--- config.mk ---
export PLATFORM = sky130hd
export DESIGN_NAME = dma_grant_rx
export DESIGN_NICKNAME = d
export VERILOG_FILES = /design/src/rtl/dgr_pkg.sv /design/src/rtl/dgr_frame_rx.sv /design/src/rtl/dgr_code_dec.sv /design/src/rtl/dgr_grant_hold.sv /design/src/rtl/dma_grant_rx.sv
export SDC_FILE = /design/constraint.sdc
export NUM_CORES = 1
export LEC_CHECK = 0
export CORE_UTILIZATION = 50
export DETAILED_ROUTE_END_ITERATION = 7
export PLACE_DENSITY = 0.8
export SYNTH_ARGS = -nofsm -noshare
export SYNTH_HDL_FRONTEND = slang
export SYNTH_SLANG_ARGS = --single-unit
export TNS_END_PERCENT = 50
--- constraint.sdc ---
create_clock -name clk -period 3.2 [get_ports clk]
set_input_delay 0.48 -clock clk [delete_from_list [all_inputs] [get_ports clk]]
set_output_delay 0.48 -clock clk [all_outputs]
set_load 0.01 [all_outputs]
--- src/rtl/dgr_pkg.sv ---
// Package: shared types for the serial DMA grant decoder.
// Assumes: nothing beyond IEEE 1800-2017.
package dgr_pkg;

    // Frame receiver states.
    typedef enum logic {
        ST_IDLE  = 1'b0,
        ST_SHIFT = 1'b1
    } frame_st_e;

endpackage

--- src/rtl/dgr_frame_rx.sv ---
// Module: dgr_frame_rx
// Detects the start marker on the serial grant line and shifts in the
// channel code MSB first. It raises frame_done_o combinationally on the
// cycle in which the last code bit is on the line; code_o is then the
// complete code.
// Assumes: line idles high; accept_i is low while a grant is held, so
// markers in that time are dropped.
module dgr_frame_rx #(
    parameter int CODE_W = 3
) (
    input  logic              clk,
    input  logic              rst_n,
    input  logic              line_i,
    input  logic              accept_i,
    output logic              frame_done_o,
    output logic [CODE_W-1:0] code_o
);
    import dgr_pkg::*;

    localparam int CNT_W = (CODE_W > 1) ? $clog2(CODE_W) : 1;
    localparam logic [CNT_W-1:0] LAST_CNT = CNT_W'(CODE_W - 1);

    frame_st_e         state_q;
    logic [CNT_W-1:0]  cnt_q;
    logic [CODE_W-2:0] shreg_q;

    // Last code bit is being sampled this cycle.
    assign frame_done_o = (state_q == ST_SHIFT) && (cnt_q == LAST_CNT);
    // Full code: earlier bits from the shift register, newest from the line.
    assign code_o       = {shreg_q, line_i};

    // Frame state, bit counter and code shift register.
    always_ff @(posedge clk) begin
        if (!rst_n) begin
            state_q <= ST_IDLE;
            cnt_q   <= '0;
            shreg_q <= '0;
        end else begin
            case (state_q)
                ST_IDLE: begin
                    cnt_q <= '0;
                    if (accept_i && !line_i) begin
                        state_q <= ST_SHIFT;
                    end
                end
                ST_SHIFT: begin
                    if (frame_done_o) begin
                        state_q <= ST_IDLE;
                        cnt_q   <= '0;
                    end else begin
                        cnt_q   <= cnt_q + 1'b1;
                        shreg_q <= code_o[CODE_W-2:0];
                    end
                end
                default: state_q <= ST_IDLE;
            endcase
        end
    end

endmodule

--- src/rtl/dgr_code_dec.sv ---
// Module: dgr_code_dec
// Turns a binary channel code into a one-hot acknowledge vector and
// flags the reserved code, which maps to no acknowledge.
// Assumes: NUM_CH is a power of two equal to 2**CODE_W.
module dgr_code_dec #(
    parameter int NUM_CH   = 8,
    parameter int CODE_W   = 3,
    parameter int RSV_CODE = 4
) (
    input  logic [CODE_W-1:0] code_i,
    output logic [NUM_CH-1:0] onehot_o,
    output logic              rsv_o
);

    // Reserved code detect.
    assign rsv_o = (code_i == CODE_W'(RSV_CODE));

    // One decode term per channel; the reserved channel is tied low.
    for (genvar ch = 0; ch < NUM_CH; ch++) begin : g_ch
        if (ch == RSV_CODE) begin : g_rsv
            assign onehot_o[ch] = 1'b0;
        end else begin : g_use
            assign onehot_o[ch] = (code_i == CODE_W'(ch));
        end
    end

endmodule

--- src/rtl/dgr_grant_hold.sv ---
// Module: dgr_grant_hold
// Holds the acknowledge vector and channel number after a good frame.
// It also produces the one-cycle valid pulse and the one-cycle reserved
// code error pulse.
// Assumes: frame_done_i only rises while no grant is held, so a load and
// an end-of-transfer clear never meet on a held grant.
module dgr_grant_hold #(
    parameter int NUM_CH = 8,
    parameter int CODE_W = 3
) (
    input  logic              clk,
    input  logic              rst_n,
    input  logic              frame_done_i,
    input  logic [CODE_W-1:0] code_i,
    input  logic [NUM_CH-1:0] onehot_i,
    input  logic              rsv_i,
    input  logic              eot_i,
    output logic [NUM_CH-1:0] dack_o,
    output logic              valid_o,
    output logic              err_o,
    output logic [CODE_W-1:0] chan_o,
    output logic              held_o
);

    // Any acknowledge bit high means a grant is in force.
    assign held_o = |dack_o;

    // Grant register, pulse flags and channel number.
    always_ff @(posedge clk) begin
        if (!rst_n) begin
            dack_o  <= '0;
            valid_o <= 1'b0;
            err_o   <= 1'b0;
            chan_o  <= '0;
        end else begin
            valid_o <= 1'b0;
            err_o   <= 1'b0;
            if (eot_i) begin
                dack_o <= '0;
            end
            if (frame_done_i) begin
                if (rsv_i) begin
                    err_o <= 1'b1;
                end else begin
                    dack_o  <= onehot_i;
                    chan_o  <= code_i;
                    valid_o <= 1'b1;
                end
            end
        end
    end

endmodule

--- src/rtl/dma_grant_rx.sv ---
// Module: dma_grant_rx (top)
// Serial DMA grant decoder. Receives a start marker plus a three-bit
// channel code on an active-low line and presents a held one-hot
// acknowledge. The reserved code produces an error pulse instead.
// Assumes: synchronous active-low reset on the PCI clock; the line is
// already synchronous to clk.
module dma_grant_rx #(
    parameter int NUM_CH   = 8,
    parameter int RSV_CODE = 4,
    localparam int CODE_W  = $clog2(NUM_CH)
) (
    input  logic              clk,
    input  logic              rst_n,
    input  logic              gnt_n_i,
    input  logic              eot_i,
    output logic [NUM_CH-1:0] dack_o,
    output logic              gnt_valid_o,
    output logic [CODE_W-1:0] chan_o,
    output logic              code_err_o
);

    logic              frame_done;
    logic [CODE_W-1:0] code;
    logic [NUM_CH-1:0] onehot;
    logic              rsv;
    logic              held;

    dgr_frame_rx #(.CODE_W(CODE_W)) u_frame (
        .clk          (clk),
        .rst_n        (rst_n),
        .line_i       (gnt_n_i),
        .accept_i     (!held),
        .frame_done_o (frame_done),
        .code_o       (code)
    );

    dgr_code_dec #(
        .NUM_CH   (NUM_CH),
        .CODE_W   (CODE_W),
        .RSV_CODE (RSV_CODE)
    ) u_dec (
        .code_i   (code),
        .onehot_o (onehot),
        .rsv_o    (rsv)
    );

    dgr_grant_hold #(
        .NUM_CH (NUM_CH),
        .CODE_W (CODE_W)
    ) u_hold (
        .clk          (clk),
        .rst_n        (rst_n),
        .frame_done_i (frame_done),
        .code_i       (code),
        .onehot_i     (onehot),
        .rsv_i        (rsv),
        .eot_i        (eot_i),
        .dack_o       (dack_o),
        .valid_o      (gnt_valid_o),
        .err_o        (code_err_o),
        .chan_o       (chan_o),
        .held_o       (held)
    );

endmodule

# [Yosys cells after proc, flatten, opt, wreduce, memory -nomap -nowiden]
# Cells that the tools add are included.
[totals] ff_bits=18 ram_bits=0 output_inout_bits=13 mem_count=0 mem_bits_ro=0 wordCells=38 latch_bits=0 input_bits=4
[op_classes] div=0 shifts=0 muxes=10 n_eq_ne=8 multipliers=0 order_cmp=0 n_bitwise=3 n_reduce_logical=9 addsub=1
[ops] operator="$mux W8" n=3
[ops] operator="$eq A3 B3 Y1 const B" n=4
[ops] operator="$reduce_or A8 Y1" n=1
[ops] operator="$eq A3 B2 Y1 const B" n=2
[ops] operator="$reduce_and A2 Y1" n=3
[ops] operator="$mux W1" n=4
[ops] operator="$pmux W2 S2" n=1
[ops] operator="$eq A3 B1 Y1 const B" n=1
[ops] operator="$logic_not A3 Y1" n=1
[ops] operator="$not A1 Y1" n=3
[ops] operator="$add A2 B1 Y2 const B" n=1
[ops] operator="$eq A2 B2 Y1 const B" n=1
[ops] operator="$logic_and A1 B1 Y1" n=2
[ops] operator="$logic_not A1 Y1" n=2
[ops] operator="$mux W2" n=1
[ops] operator="$pmux W1 S2" n=1

# [Longest topological paths before layout]
# Gate-level depths: netlist (run 1).
[depth] word_depth=5 ltp_mapped=5 mapped_depth_nobuf=5

# [Hierarchy]
# Synthesis (run 1) repeated with hierarchy kept, for this count alone.
[unflattened] hier_cells=86 hier_area_um2=803.3
[by_module_without_submodules] module="dgr_grant_hold" area_each_um2=516.7 cells_each=56 seq_area_each_um2=260.2 n_inst=1
[by_module_without_submodules] module="dgr_frame_rx" area_each_um2=206.4 cells_each=19 seq_area_each_um2=100.1 n_inst=1
[by_module_without_submodules] module="dgr_code_dec" area_each_um2=76.3 cells_each=10 seq_area_each_um2=0.0 n_inst=1
[by_module_without_submodules] module="dma_grant_rx" area_each_um2=3.8 cells_each=1 seq_area_each_um2=0.0 n_inst=1

# [Worst setup path after synthesis (run 1)]
# OpenSTA, ideal clock, no wires.
[synth_path] path_type="input port to flip-flop" start="in gnt_n_i" end="reg u_hold.chan_o[0]" required_time_ps=3141 stages=4 slack_ps=1929 setup_time_ps=59 path_buffers=1 arrival_time_ps=1212 cell_sequence="buf_6 or3b_4 nand3_2 a32o_2"
[synth_via] elab_chain_len=3
[synth_lines] item="start, declared" line_no="dma_grant_rx.sv:14" text="input logic gnt_n_i,"
[synth_lines] item="$eq A3 B3 Y1" line_no="dgr_code_dec.sv:16" text="assign rsv_o = (code_i == CODE_W'(RSV_CODE));"
[synth_lines] item="$not A1 Y1 (no source line)"
[synth_lines] item="$reduce_and A2 Y1 (no source line)"
[synth_lines] item="end signal, assigned" line_no="dgr_grant_hold.sv:46" text="chan_o <= code_i;"
[synth_lines] item="end, declared" line_no="dgr_grant_hold.sv:21" text="output logic [CODE_W-1:0] chan_o,"
# Several ways; a longest one is shown, not always the timed one.
# A chain may end at the register's enable or synchronous reset.

# [Final worst setup path (run 1)]
[layout_path] start="reg u_hold.dack_o[3]" end="out dack_o[3]"
[layout_rtl] item="start, declared" line_no="dgr_grant_hold.sv:18" text="output logic [NUM_CH-1:0] dack_o,"
[layout_rtl] item="start signal, assigned" line_no="dgr_grant_hold.sv:45" text="dack_o <= onehot_i;"
[layout_rtl] item="end, declared" line_no="dma_grant_rx.sv:16" text="output logic [NUM_CH-1:0] dack_o,"
# No word-level cell between the ends.

==> results.json, run 1 <==
{
  "status": "complete, no violations",
  "numCtsBuffers": 3,
  "ios": 17,
  "clkTransAtPathRegs_ns": 0.09,
  "port_buffers": 16,
  "clock_sinks": 18,
  "dp_hpwl_um": 963,
  "post-cts-setup-buffer-count": 0,
  "r2r-start": "u_frame.cnt_q[0]$_SDFF_PP0_",
  "r2r-end": "u_hold.dack_o[3]$_SDFF_PN0_",
  "maxCapViolations": 0,
  "yosysMostFrequentCell": "dfxtp_1",
  "slew_violations": 0,
  "p_leak_nw": 0.344,
  "dr_total_vias": 597,
  "period_share_pct": 53.3,
  "yosysUniqueCellTypes": 27,
  "synth_commonest_cells": "dfxtp_1, nand2_1, nor2_1, o22ai_1",
  "grt_pass1_vias": 526,
  "cts.htree.levels": 1,
  "synth_edf_count": 0,
  "ctsHoldBuffers": 0,
  "die_h_um": 39.7,
  "cts.repair.resized": 0,
  "path_cells": "clkdlybuf4s50_1",
  "crit_path_end_kind": "output pin",
  "synthArstFlopShare_pct": 0,
  "maxClockFrequency_ghz": 0.587,
  "setup_violations": 0,
  "arrival_ns": 1.22,
  "drc": 0,
  "ys_seq_area_share_pct": 50.6,
  "crit_type": "reg2out",
  "drtPass1Iterations": 4,
  "dieArea_um2": 1580,
  "drtAntennaViolNets": 0,
  "fillCellCount": 110,
  "die_x_um": 39.7,
  "ir_drop_mv": 0.369,
  "slew_headroom_pct": 63.5,
  "syn_nets": 78,
  "startpoint": "u_hold.dack_o[3]$_SDFF_PN0_",
  "core_um2": 1320,
  "hold_depth": 1,
  "post-route-min-period_ns": 1.70,
  "drive_gt1_share_pct": 11.2,
  "cp_slowest_cell": "clkdlybuf4s50_1",
  "area_growth_pct": 26.5,
  "wirelength_um": 1300,
  "wl_per_cell_um": 12.5,
  "yosysTopAreaCell": "dfxtp_1",
  "crit_fanout": 3,
  "path_buf_inv": 1,
  "tightest_slew_ns": 0.546,
  "cts_max_path_buffers": 2,
  "hold_start": "u_frame.cnt_q[0]$_SDFF_PP0_",
  "yosys_warnings": 0,
  "power.density_nw_per_um2": 441,
  "grt_max_degree": 20,
  "netlist_instances": 73,
  "grt.overflow.total": 0,
  "path_delay_family": "buffers and inverters",
  "rsz0062_at_grt": "false",
  "min_to": "u_frame.cnt_q[0]$_SDFF_PP0_",
  "required_ns": 2.72,
  "n_antenna_cell": 0,
  "antenna_found_initial": 0,
  "insertion_delay_ns": 0.28,
  "ys.flop_type": "dfxtp_1",
  "worstHoldPathType": "reg2reg",
  "syn-cell-area_um2": 712,
  "synthTopCellsByArea": "dfxtp_1, o22ai_1, nand2_1",
  "start_util_pct": 54.0,
  "fin_skew_ns": 0.00142,
  "grt_pass1_wl_um": 2100,
  "synth_top_area_share_pct": 50.6,
  "nNetsFinal": 95,
  "gp_congestion": 0.843,
  "finalHoldViolCount": 0,
  "dpl_cell_area_um2": 865,
  "ff2ff_path_depth": 5,
  "cts_tree": "built",
  "post_drt_via_cell_ratio": 5.74,
  "synth-seq-cells": 18,
  "rows": 13,
  "cpPeakStageDelay_ns": 0.55,
  "track_usage_pct": 20.5,
  "setup_tns_ns": 0,
  "postSynthAreaPerCell_um2": 9.75,
  "reg2reg_setup_slack_ns": 1.77,
  "start_kind": "register",
  "final_area_um2": 901,
  "root_buffer": "clkbuf_4",
  "first_iter_violations": 12
}
[worst max path at each step]
| stage | to | depth (start not counted) |
|---|---|---|
| after global placement | u_hold.dack_o[5]$_SDFF_PN0_ | 3 |
| after detailed placement | u_hold.dack_o[5]$_SDFF_PN0_ | 3 |
| after global routing | dack_o[3] | 1 |
| after CTS | dack_o[3] | 1 |
| after floorplan | u_hold.chan_o[0]$_SDFFE_PN0P_ | 4 |
| final | dack_o[3] | 1 |
[routing by layer]
layer | track usage (%) | up-vias | share of wire, %
met3 | 5.11 | 4 | 4.7
li1 | - | 296 | -
met1 | 22.0 | 278 | 43
met5 | 0 | - | 0
met2 | 35.2 | 19 | 50
met4 | 12.9 | 0 | 2.3
[kinds of logic after synthesis]
family	after synthesis	synth area share [%]
and+or+nand+nor	33	26.7
AOI/OAI and AO/OA	13	13.4
DFF	18	50.6
muxes	2	2.81
adders and majority gates	1	1.76
buffers and inverters	6	4.74
[layout by cell type (no fill, tap or decap)]
master / count
a21oi_1: 1
a32o_2: 2
and3_1: 1
clkbuf_4: 3
clkbuf_8: 1
clkdlybuf4s50_1: 16
dfxtp_1: 18
ha_1: 1
inv_1: 2
mux2i_1: 2
nand2_1: 7
nand2b_1: 2
nand3_1: 3
nand3_2: 1
nand3b_1: 3
nand4_1: 1
nor2_1: 7
nor2b_1: 2
nor3b_1: 1
nor3b_2: 1
nor4_1: 2
o211a_1: 1
o21ai_0: 2
o21bai_1: 1
o22ai_1: 5
o32ai_1: 1
or2_4: 1
or3b_4: 1
[final cells by class]
class	instances	area (µm²)	share of cell area (%)
Sequential cell	18	360	40.0
Multi-Input combinational cell	49	318	35.3
Timing Repair Buffer	16	160	17.8
Clock buffer	4	36.3	4.03
Tap cell	15	18.8	2.08
Inverter	2	7.51	0.833
[report_power, final]
group	switching, mW	internal [mW]
sequential	0.00715	0.229
clock	0.0644	0.0693
combinational	0.0146	0.0132
total	0.0862	0.311
[sequential cells by signal (all words and copies together) (netlist names)]
name / cells
u_frame.cnt_q: 2
u_frame.shreg_q: 2
u_frame.state_q: 1
u_hold.chan_o: 3
u_hold.dack_o: 8
u_hold.err_o: 1
u_hold.valid_o: 1
[stage by stage]
stage | util [%] | power [mW] | instances | setup slack [ns] | hold slack (ns)
3_3_place_gp | 65.6 | 0.269 | 100 | 1.35 | 0.404
5_1_grt | 68.4 | 0.418 | 104 | 1.44 | 0.436
4_1_cts | 68.4 | 0.404 | 104 | 1.48 | 0.421
6_report | 68.4 | 0.397 | 104 | 1.50 | 0.414
2_1_floorplan | - | 0.262 | 73 | 1.93 | 0.393
3_5_place_dp | 65.6 | 0.269 | 100 | 1.34 | 0.406
No activity file was read; power rests on OpenSTA's default activity.
==> inputs of run 2 (changes only) <==
CORE_UTILIZATION = 42   (was 50)
PLACE_DENSITY = 0.72   (was 0.8)
clock period = 1.5 ns   (was 3.2 ns; I/O delays follow)
==> run 2 against run 1 <==
  * Sequential power grew 110%
  * Global-route usage is 2.9 points lower
  * Sequential cell count unchanged
  * Total power is 120% higher
  * Routed wire length grew 8.0%
  * Sequential share of layout area down 1.7 points
  * Non-clock buffer count up 5
  * Combinational power up 150%
  * Worst setup slack got worse by 1.4 ns
  * First-iteration DRC count down 33%
  * Core utilization shrank 7.4 points
  * Critical path type unchanged
  * Highest routed layer unchanged
==> results.json, run 2 (synthesis gave the netlist of run 1 again) <==
{
  "status": "complete, no violations",
  "path_delay_family": "buffers and inverters",
  "crit_type": "reg2out",
  "finalHoldViolCount": 0,
  "cts.repair.resized": 0,
  "finalPower_mw": 0.866,
  "layout.cells.most_common": "dfxtp_1",
  "insertion_delay_ns": 0.29,
  "rows": 14,
  "regMostFlops": "u_hold.dack_o",
  "clock_sinks": 18,
  "ctsHoldBuffers": 0,
  "crit_fanout": 3,
  "required_ns": 1.27,
  "die_x_um": 43.2,
  "fin_skew_ns": 0.00401,
  "reg_top3": "u_hold.dack_o (8), u_hold.chan_o (3)",
  "ir_drop_mv": 0.591,
  "antenna_found_initial": 0,
  "p_leak_nw": 0.369,
  "cpPeakStageDelay_ns": 0.55,
  "ios": 17,
  "cts_tree": "built",
  "cp_slowest_cell": "clkdlybuf4s50_1",
  "dr_total_vias": 582,
  "start_kind": "register",
  "post_drt_via_cell_ratio": 5.29,
  "grt_pass1_vias": 559,
  "port_buffers": 16,
  "track_usage_pct": 17.6,
  "worstHoldPathType": "reg2reg",
  "grt_pass1_wl_um": 2390,
  "largest_reg_flops": 8,
  "post-cts-setup-buffer-count": 0,
  "path_buf_inv": 1,
  "start_util_pct": 46.2,
  "nNetsFinal": 100,
  "drc": 0,
  "dp.cells": 106,
  "maxClockFrequency_ghz": 0.697,
  "reg2reg_setup_slack_ns": 0.17,
  "slew_violations": 0,
  "hold_slack_ns": 0.421,
  "wl_per_cell_um": 12.8,
  "final_cell_mix": "dfxtp_1, clkdlybuf4s50_1, nand2_1, nor2_1",
  "dp_hpwl_um": 1020,
  "clkTransAtPathRegs_ns": 0.10,
  "crit_path_end_kind": "output pin",
  "final_cells": 110,
  "dieArea_um2": 1860,
  "drtAntennaViolNets": 0,
  "drtPass1Iterations": 4,
  "cts_max_path_buffers": 2,
  "die_h_um": 43.2,
  "first_iter_violations": 8,
  "path_cells": "clkdlybuf4s50_1",
  "root_buffer": "clkbuf_4",
  "tightest_slew_ns": 0.305,
  "period_share_pct": 95.7,
  "area_growth_pct": 32.0,
  "grt.overflow.total": 0,
  "post-route-min-period_ns": 1.43,
  "cts.htree.levels": 1,
  "arrival_ns": 1.21,
  "setup_violations": 0,
  "core_um2": 1540,
  "drive_gt1_share_pct": 16.0,
  "power.density_nw_per_um2": 922,
  "maxCapViolations": 0,
  "slew_headroom_pct": 79.5,
  "rsz0062_at_grt": "false",
  "numCtsBuffers": 3,
  "grt_max_degree": 11,
  "wirelength_um": 1410,
  "gp_congestion": 0.766,
  "n_antenna_cell": 0
}
==> run 2: changes by cell type in the layout (fill, tap and decap cells not counted), sizes merged <==
cell / change
buf: +5
==> run 2: final cells by class <==
type                       instances  area (µm²)
tap                               16        20.0
timing repair buffer              21         198
inverter                           2        7.51
clock buffer                       4        36.3
fill                             150         602
multi-input combinational         49         318
sequential                        18         360
==> run 2: report_power, final <==
| part | switching, mW | total (mW) | internal (mW) |
|---|---|---|---|
| logic | 0.0336 | 0.0691 | 0.0354 |
| clock network | 0.145 | 0.293 | 0.148 |
| registers | 0.0162 | 0.504 | 0.488 |
| total | 0.195 | 0.866 | 0.671 |
==> run 2: per-layer routing <==
layer | vias up | wire, µm | global-route usage (%)
met5 | - | 0 | 0
met4 | 0 | 10 | 9.09
met3 | 2 | 85 | 4.26
met2 | 20 | 636 | 27.5
met1 | 258 | 672 | 22.3
li1 | 302 | - | -
==> run 2: through the flow <==
| step | utilization [%] | setup TNS (ns) | worst slack (ns) | cell area (µm²) |
|---|---|---|---|---|
| 2_1_floorplan | - | 0 | 0.317 | 712 |
| 5_1_grt | 61.0 | 0 | 0.0129 | 940 |
| 4_1_cts | 61.0 | 0 | 0.0526 | 940 |
| 3_5_place_dp | 58.6 | -0.0119 | -0.0119 | 903 |
| 3_3_place_gp | 58.6 | 0 | 0.0728 | 903 |
| 6_report | 61.0 | 0 | 0.0650 | 940 |
==> run 2: worst paths after layout <==
path                                                  start                            end  cells after the start
worst max-delay path            u_hold.dack_o[5]$_SDFF_PN0_                      dack_o[5]                      1
worst min-delay path            u_frame.cnt_q[0]$_SDFF_PP0_    u_frame.cnt_q[0]$_SDFF_PP0_                      1
worst max register to register  u_frame.cnt_q[0]$_SDFF_PP0_  u_hold.chan_o[2]$_SDFFE_PN0P_                      5
worst min register to register  u_frame.cnt_q[0]$_SDFF_PP0_    u_frame.cnt_q[0]$_SDFF_PP0_                      1
==> inputs of run 3 (changes only) <==
CORE_UTILIZATION = 50   (was 42)
PLACE_DENSITY = 0.8   (was 0.72)
clock period = 1.7 ns   (was 1.5 ns; I/O delays follow)
==> run 3 against run 2 <==
  * Core utilization rose by 8.6 points
  * Critical path type unchanged
  * Final area fell by 2.5%
  * Clock skew fell by 0.0030 ns
  * Clock power fell by 13%
  * Worst hold slack got worse by 0.0060 ns
  * Via count rose by 0.17%
  * Total power fell by 13%
  * Clock-buffer cell count did not move
  * Register-to-register slack improved by 0.11 ns
==> results.json, run 3 (synthesis gave the netlist of run 1 again) <==
{
  "fin_skew_ns": 0.00102,
  "area_growth_pct": 28.6,
  "pre_cts_ws_ns": 0.212,
  "reg2reg_setup_slack_ns": 0.28,
  "dieArea_um2": 1580,
  "path_cells": "clkdlybuf4s50_1",
  "hold_depth": 1,
  "grt_max_degree": 14,
  "slew_headroom_pct": 75.2,
  "grt.overflow.total": 0,
  "ctsHoldBuffers": 0,
  "crit_fanout": 3,
  "path_delay_family": "buffers and inverters",
  "p_leak_nw": 0.354,
  "grt_pass1_wl_um": 2020,
  "finalHoldViolCount": 0,
  "crit_type": "reg2out",
  "drtAntennaViolNets": 0,
  "layout.cells.most_common": "dfxtp_1",
  "numCtsBuffers": 3,
  "dr_total_vias": 583,
  "ff2ff_path_depth": 5,
  "rows": 13,
  "wirelength_um": 1370,
  "maxClockFrequency_ghz": 0.685,
  "period_share_pct": 85.9,
  "power.density_nw_per_um2": 827,
  "rsz0062_at_grt": "false",
  "port_buffers": 16,
  "dp.cells": 102,
  "start_kind": "register",
  "clkTransAtPathRegs_ns": 0.10,
  "root_buffer": "clkbuf_4",
  "worst_slack_ns": 0.239,
  "tightest_slew_ns": 0.371,
  "finalPower_mw": 0.757,
  "post_drt_via_cell_ratio": 5.50,
  "cts.repair.resized": 0,
  "wl_met1_um": 649,
  "dpl_cell_area_um2": 880,
  "min_to": "u_frame.cnt_q[0]$_SDFF_PP0_",
  "cp_slowest_cell": "clkdlybuf4s50_1",
  "maxCapViolations": 0,
  "drtPass1Iterations": 3,
  "required_ns": 1.44,
  "clock_sinks": 18,
  "utilization_pct": 69.5,
  "top_layer": "met3",
  "ios": 17,
  "largest_reg_flops": 8,
  "dr_wl_met2_um": 682,
  "nNetsFinal": 97,
  "r2r-start": "u_frame.cnt_q[0]$_SDFF_PP0_",
  "arrival_ns": 1.21,
  "die_h_um": 39.7,
  "track_usage_pct": 19.9,
  "final_cell_mix": "dfxtp_1, clkdlybuf4s50_1, nand2_1, nor2_1, o22ai_1",
  "post-route-min-period_ns": 1.46,
  "hold_start": "u_frame.cnt_q[0]$_SDFF_PP0_",
  "worstHoldPathType": "reg2reg",
  "final_area_um2": 916,
  "reg_top3": "u_hold.dack_o (8), u_hold.chan_o (3)",
  "status": "complete, no violations",
  "n_antenna_cell": 0,
  "dp_hpwl_um": 1000,
  "cts_tree": "built",
  "antenna_found_initial": 0,
  "grt_pass1_vias": 503,
  "dr_wl_met3_um": 41,
  "insertion_delay_ns": 0.29,
  "post-cts-setup-buffer-count": 0,
  "first_iter_violations": 15,
  "final_cells": 106,
  "crit_path_end_kind": "output pin",
  "setup_violations": 0,
  "cpPeakStageDelay_ns": 0.55,
  "core_um2": 1320,
  "fillCellCount": 113,
  "ir_drop_mv": 0.535,
  "slew_violations": 0,
  "gp_congestion": 0.766,
  "die_x_um": 39.7,
  "r2r-end": "u_hold.dack_o[7]$_SDFF_PN0_",
  "drc": 0,
  "drive_gt1_share_pct": 13.2,
  "cts.htree.levels": 1,
  "path_buf_inv": 1,
  "wl_per_cell_um": 13.0,
  "regMostFlops": "u_hold.dack_o",
  "hold_slack_ns": 0.415,
  "cts_max_path_buffers": 2,
  "setup_tns_ns": 0,
  "start_util_pct": 54.0
}
-- run 3: changes by cell type in the layout (fill, tap and decap cells not counted), sizes merged --
cell | previous run | this run
buf | 5 | 2
-- run 3: cell type report --
| type | instances | area [µm²] | share of cell area [%] |
|---|---|---|---|
| Timing Repair Buffer | 18 | 175 | 19.1 |
| Multi-Input combinational cell | 49 | 318 | 34.7 |
| Sequential cell | 18 | 360 | 39.3 |
| Clock buffer | 4 | 36.3 | 3.96 |
| Inverter | 2 | 7.51 | 0.820 |
| Tap cell | 15 | 18.8 | 2.05 |
-- run 3: metal layers --
metal / vias up / global-route usage [%]
li1: 299 / -
met1: 275 / 21.9
met2: 9 / 34.4
met3: 0 / 5.11
met4: 0 / 10.3
met5: - / 0
-- run 3: how the worst max path moves through the flow --
stage                     slack, ns                            end  cells past startpoint                        start
after detailed placement       0.21  u_hold.chan_o[1]$_SDFFE_PN0P_                      4                      gnt_n_i
after CTS                      0.23                      dack_o[1]                      1  u_hold.dack_o[1]$_SDFF_PN0_
after floorplan                0.52    u_hold.dack_o[1]$_SDFF_PN0_                      5  u_frame.cnt_q[0]$_SDFF_PP0_
after global placement         0.24  u_hold.chan_o[1]$_SDFFE_PN0P_                      4                      gnt_n_i
final                          0.24                      dack_o[1]                      1  u_hold.dack_o[1]$_SDFF_PN0_
after global routing           0.14    u_hold.dack_o[7]$_SDFF_PN0_                      5  u_frame.cnt_q[0]$_SDFF_PP0_
-- run 3: report_power, final --
| part | switching [mW] | internal [mW] |
|---|---|---|
| Sequential | 0.0146 | 0.431 |
| Combinational | 0.0289 | 0.0278 |
| Clock | 0.125 | 0.130 |
| Total | 0.168 | 0.589 |
